[config.mk]
export PLATFORM = sky130hd
export DESIGN_NAME = occ_channel
export DESIGN_NICKNAME = d
export VERILOG_FILES = /design/src/rtl/occ_pkg.sv /design/src/rtl/occ_cmp_reg.sv /design/src/rtl/occ_match_det.sv /design/src/rtl/occ_out_state.sv /design/src/rtl/occ_channel.sv
export SDC_FILE = /design/constraint.sdc
export NUM_CORES = 1
export LEC_CHECK = 0
export ABC_AREA = 1
export BUFFER_PORTS_ARGS = -buffer_cell sky130_fd_sc_hd__buf_4
export CAP_MARGIN = 20
export CORE_UTILIZATION = 48
export CTS_CLUSTER_DIAMETER = 150
export DETAILED_ROUTE_END_ITERATION = 10
export HOLD_SLACK_MARGIN = 0.12
export PLACE_DENSITY = 0.79
export SLEW_MARGIN = 10
export SYNTH_ARGS = -nofsm -noshare
export SYNTH_HDL_FRONTEND = slang
export SYNTH_HIERARCHICAL = 1
export SYNTH_SLANG_ARGS = --single-unit
[constraint.sdc]
create_clock -name clk -period 1.3 [get_ports clk]
set_clock_uncertainty 0.15 [all_clocks]
set_input_delay 0.13 -clock clk [delete_from_list [all_inputs] [get_ports clk]]
set_output_delay 0.13 -clock clk [all_outputs]
set_load 0.01 [all_outputs]
[src/rtl/occ_pkg.sv]
package occ_pkg;

  typedef enum logic [1:0] {
    COM_OFF = 2'b00,
    COM_TGL = 2'b01,
    COM_CLR = 2'b10,
    COM_SET = 2'b11
  } com_e;

  // Next value of the output-state bit when a match or force is applied.
  function automatic logic oc_next(input com_e mode, input logic cur);
    case (mode)
      COM_TGL: oc_next = ~cur;
      COM_CLR: oc_next = 1'b0;
      COM_SET: oc_next = 1'b1;
      default: oc_next = cur;
    endcase
  endfunction

  // Pin drive select: port logic is overridden whenever any mode bit is set.
  function automatic logic pin_sel(input logic [1:0] mode, input logic oc,
                                   input logic pdata);
    pin_sel = (mode != 2'b00) ? oc : pdata;
  endfunction

endpackage

[src/rtl/occ_cmp_reg.sv]
module occ_cmp_reg #(
  parameter int CNT_W = 16
) (
  input  logic             clk,
  input  logic             rst_n,
  input  logic             tick,
  input  logic             at_top,
  input  logic             pwm_mode,
  input  logic             cmp_wr,
  input  logic [CNT_W-1:0] cmp_din,
  output logic [CNT_W-1:0] ocr_act
);

  logic [CNT_W-1:0] hold_q;
  logic             top_load;
  logic             now_load;

  assign top_load = pwm_mode & tick & at_top;
  assign now_load = ~pwm_mode & cmp_wr;

  always_ff @(posedge clk) begin
    if (!rst_n) begin
      hold_q  <= '0;
      ocr_act <= '0;
    end else begin
      if (cmp_wr) hold_q <= cmp_din;
      if (now_load)      ocr_act <= cmp_din;
      else if (top_load) ocr_act <= hold_q;
    end
  end


  pwm_hold_chk: assert property (@(posedge clk) disable iff (!rst_n)
    (pwm_mode && !(tick && at_top)) |=> $stable(ocr_act));

endmodule

[src/rtl/occ_match_det.sv]
module occ_match_det #(
  parameter int CNT_W = 16
) (
  input  logic             clk,
  input  logic             rst_n,
  input  logic             tick,
  input  logic             cnt_wr,
  input  logic [CNT_W-1:0] cnt_val,
  input  logic [CNT_W-1:0] ocr_act,
  output logic             match_ev,
  output logic             match_pulse
);

  logic blk_q;
  logic blanked;

  assign blanked  = blk_q | cnt_wr;
  assign match_ev = tick & (cnt_val == ocr_act) & ~blanked;

  always_ff @(posedge clk) begin
    if (!rst_n) begin
      blk_q       <= 1'b0;
      match_pulse <= 1'b0;
    end else begin
      if (cnt_wr)    blk_q <= 1'b1;
      else if (tick) blk_q <= 1'b0;
      match_pulse <= match_ev;
    end
  end


  blank_no_match_chk: assert property (@(posedge clk) disable iff (!rst_n)
    (tick && blanked) |=> !match_pulse);


  no_tick_no_match_chk: assert property (@(posedge clk) disable iff (!rst_n)
    !tick |=> !match_pulse);


  match_from_tick_chk: assert property (@(posedge clk) disable iff (!rst_n)
    match_pulse |-> $past(tick));

endmodule

[src/rtl/occ_out_state.sv]
module occ_out_state
  import occ_pkg::*;
(
  input  logic       clk,
  input  logic       rst_n,
  input  logic       match_ev,
  input  logic       force_stb,
  input  logic [1:0] com_mode,
  input  logic       port_data,
  input  logic       port_dir,
  output logic       oc_q,
  output logic       pin_out,
  output logic       pin_oe
);

  logic apply;

  assign apply = match_ev | force_stb;

  always_ff @(posedge clk) begin
    if (!rst_n)     oc_q <= 1'b0;
    else if (apply) oc_q <= oc_next(com_e'(com_mode), oc_q);
  end

  assign pin_out = pin_sel(com_mode, oc_q, port_data);
  assign pin_oe  = port_dir;


  oc_hold_chk: assert property (@(posedge clk) disable iff (!rst_n)
    !apply |=> $stable(oc_q));


  oc_clear_chk: assert property (@(posedge clk) disable iff (!rst_n)
    (apply && com_mode == 2'b10) |=> !oc_q);


  oc_set_chk: assert property (@(posedge clk) disable iff (!rst_n)
    (apply && com_mode == 2'b11) |=> oc_q);

endmodule

[src/rtl/occ_channel.sv]
module occ_channel #(
  parameter int CNT_W = 16
) (
  input  logic             clk,
  input  logic             rst_n,
  input  logic             tick,
  input  logic [CNT_W-1:0] cnt_val,
  input  logic             cnt_wr,
  input  logic             at_top,
  input  logic             pwm_mode,
  input  logic             cmp_wr,
  input  logic [CNT_W-1:0] cmp_din,
  input  logic [1:0]       com_mode,
  input  logic             force_stb,
  input  logic             port_data,
  input  logic             port_dir,
  output logic             pin_out,
  output logic             pin_oe,
  output logic             match_pulse
);

  logic [CNT_W-1:0] ocr_act;
  logic             match_ev;
  logic             oc_q;

  occ_cmp_reg #(.CNT_W(CNT_W)) cmp_i (
    .clk      (clk),
    .rst_n    (rst_n),
    .tick     (tick),
    .at_top   (at_top),
    .pwm_mode (pwm_mode),
    .cmp_wr   (cmp_wr),
    .cmp_din  (cmp_din),
    .ocr_act  (ocr_act)
  );

  occ_match_det #(.CNT_W(CNT_W)) det_i (
    .clk         (clk),
    .rst_n       (rst_n),
    .tick        (tick),
    .cnt_wr      (cnt_wr),
    .cnt_val     (cnt_val),
    .ocr_act     (ocr_act),
    .match_ev    (match_ev),
    .match_pulse (match_pulse)
  );

  occ_out_state out_i (
    .clk       (clk),
    .rst_n     (rst_n),
    .match_ev  (match_ev),
    .force_stb (force_stb),
    .com_mode  (com_mode),
    .port_data (port_data),
    .port_dir  (port_dir),
    .oc_q      (oc_q),
    .pin_out   (pin_out),
    .pin_oe    (pin_oe)
  );


  force_no_flag_chk: assert property (@(posedge clk) disable iff (!rst_n)
    (force_stb && !tick) |=> !match_pulse);


  mode_swap_keep_chk: assert property (@(posedge clk) disable iff (!rst_n)
    (pwm_mode != $past(pwm_mode) && !match_ev && !force_stb) |=> $stable(oc_q));

endmodule

==> metrics.csv <==
metric;value;unit
Fin Setup TNS;-0.312;ns
CTS root buf;clkbuf_8;
DRT Pass-1 Iters;4;
mean routed wirelength per cell;9.82;um
Final Max Tran Viols;0;
Synthesis Warnings;6;
leakage;1.43;nW
Final Hold Viols;0;
FF-to-FF Start;cmp_i/ocr_act[15];
clock sink count;35;
Synthesized Nets;379;
unrepaired setup endpoints after global routing;true;
min Tclk post-route;1.46;ns
hold_ws;0.0667;ns
Max Cap Violations;0;
first-pass GRT wire length;7350;um
initial DRC count;105;
later-pin clock latency in the skew report;0.29;ns
Worst Path Max Fanout;3;
gpl congestion;0.783;
core area;3800;sq um
via count;2071;
layout cells sized above 1;21.2;%
#FFs+latches synth;35;
prevailing post-synth register cell;dfxtp_1;
HPWL Detailed;3080;um
I/O pin cnt;47;
diodes inserted;0;
ranking of synthesized cells by area;dfxtp_1 (35%), nand2_1 (18%), nor2_1 (14%);
Critical Path RT;1.33;ns
number of nets with antenna violations after routing;0;
fin area;2690;sq um
Tightest Pin Transition;0.327;ns
Final Util;70.8;%
DIE WIDTH;66.2;um
final setup fails;2;
Layout fillers;363;
Tcrit/Tclk final;112;%
Setup CP Type;reg -> reg;
power density cells;943;nW/um^2
CTS buffer count;5;
htree depth;2;
R2R setup slack;-0.16;ns
register area share after synthesis;35.4;%
maximum VDD drop;0.772;mV
Starting Density;52.1;%
cell accounting for the most synthesized area;dfxtp_1;
# Post-CTS Setup Buffers;0;
Worst R2R Path Depth;13;
Slew Limit Headroom;78.2;%
beginning of the worst hold path;com_mode[1];
area delta synth->final;36.1;%
Max clock buf depth;2;
Net count, final;444;
hold depth;6;
reg2reg end;out_i/oc_q;
critical path launch point type;flip-flop;
CTS tree;built;
DR vias/cell;4.61;
PortBufs;44;
Synth async-reset ratio;0;%
Tot Pwr;2.54;mW
CP Capture Type;flip-flop;
Clock transition at path regs;0.07;ns
num rows;22;
Area after DPL;2380;sq um
failing checks;negative setup slack;
total grt overflow;0;
Yosys top cell area share;35.4;%
crit path launch;cmp_i/ocr_act[15];
Syn Area/Cell;5.90;sq um
Mapped Cells;335;
worst hold-check path type;in -> reg;
EDFF count, synth;0;
Die Area;4380;sq um
Setup WS post-layout;-0.160;ns
synth unique cells;20;
Post-Synthesis Cell Area;1980;sq um
outcome;complete, but fails checks;
pin count of the biggest net entering global routing;36;
Min-Delay Endpoint;out_i/oc_q;
initial antenna violation count;0;
vias in the first global route;1783;
final WL;4410;um
DRC;0;
Worst EP arrival;1.49;ns
gr usage total;22.1;%
max frequency;685;MHz
Die Span Y;66.2;um
==> registers in the layout, indices dropped and copies added, names as in the netlist <==
register,count
det_i/blk_q,1
out_i/oc_q,1
det_i/match_pulse,1
cmp_i/hold_q,16
cmp_i/ocr_act,16
==> cells in the final DEF (no fill, tap or decap), types with 6 or more instances in the layout <==
cell | synthesis | layout
buf_4 | 3 | 49
dfxtp_1 | 35 | 27
inv_1 | 47 | 47
nor2_2 | 5 | 6
nand3_1 | 35 | 33
nand2_1 | 93 | 92
dfxtp_2 | 0 | 8
nor2_1 | 73 | 72
dlygate4sd3_1 | 0 | 22
o21ai_0 | 17 | 17
==> metal layers <==
layer / vias up / routed length [um] / track usage, %
met1: 895 / 2030 / 26.8
met3: 6 / 196 / 5.86
met4: 0 / 46 / 7.71
met2: 42 / 2130 / 37.2
met5: - / 0 / 0
li1: 1128 / - / -
==> critical path, stage by stage, from the launching register on <==
cell and delay, ns:
dfxtp_2 0.35, nand2_1 0.05, inv_1 0.05, nor2_1 0.04, nor2_1 0.13, nand2_1 0.08
nor2_2 0.12, nand3_2 0.07, inv_1 0.05, inv_1 0.04, nand2_2 0.06, nand2_1 0.05
nand2_1 0.07, a21oi_2 0.05
==> cell type report <==
cell class / instances / area (sq um) / share of cell area [%]
clock buffer: 7 / 76.3 / 2.84
multi-input combinational: 233 / 1020 / 37.7
inverter: 52 / 195 / 7.25
sequential: 35 / 711 / 26.4
clock inverter: 1 / 5.00 / 0.186
tap: 48 / 60.1 / 2.23
timing repair buffer: 73 / 628 / 23.3
==> worst max path at each step <==
| stage | cells after the start | slack, ns | end |
|---|---|---|---|
| after CTS | 11 | -0.13 | out_i/oc_q |
| after global routing | 13 | -0.27 | out_i/oc_q |
| final | 13 | -0.16 | out_i/oc_q |
| after global placement | 13 | -0.10 | out_i/oc_q |
| after detailed placement | 12 | -0.14 | out_i/oc_q |
| after floorplan | 13 | 0.003 | out_i/oc_q |
==> synth_stat cells (2+ instances only) <==
master / instances
buf_2: 7
buf_4: 3
clkbuf_1: 4
dfxtp_1: 35
inv_1: 47
inv_2: 5
nand2_1: 93
nand3_1: 35
nand3_2: 2
nor2_1: 73
nor2_2: 5
o21ai_0: 17
xnor2_1: 2
==> kinds of logic after synthesis <==
| family | Yosys count | synth area share (%) |
|---|---|---|
| XOR/XNOR | 3 | 1.33 |
| flip-flops | 35 | 35.4 |
| AND/OR/NAND/NOR | 211 | 44.1 |
| AO/OA/AOI/OAI | 19 | 5.00 |
| buffers and inverters | 67 | 14.1 |
==> per-stage QoR <==
stage	instances	worst slack (ns)
after floorplan	335	0.00317
after global placement	419	-0.100
after detailed placement	419	-0.139
after CTS	447	-0.133
after global routing	449	-0.274
final	449	-0.160
==> power by group <==
| part | total, mW | switching (mW) | leakage, nW | internal (mW) |
|---|---|---|---|---|
| sequential | 1.20 | 0.0454 | 0.293 | 1.16 |
| combinational | 0.583 | 0.293 | 1.09 | 0.290 |
| clock | 0.753 | 0.377 | 0.0422 | 0.376 |
| total | 2.54 | 0.716 | 1.43 | 1.82 |
==> repair_timing <==
item | CTS | global route
pin swaps | 0 | 3
cloned | 0 | 0
endpoints found under the hold margin | 36 | 1
hold buffers | 20 | 2
setup endpoints to repair | 1 | 2
resized for setup | 2 | 3
Power figures use the tool's default switching activity.
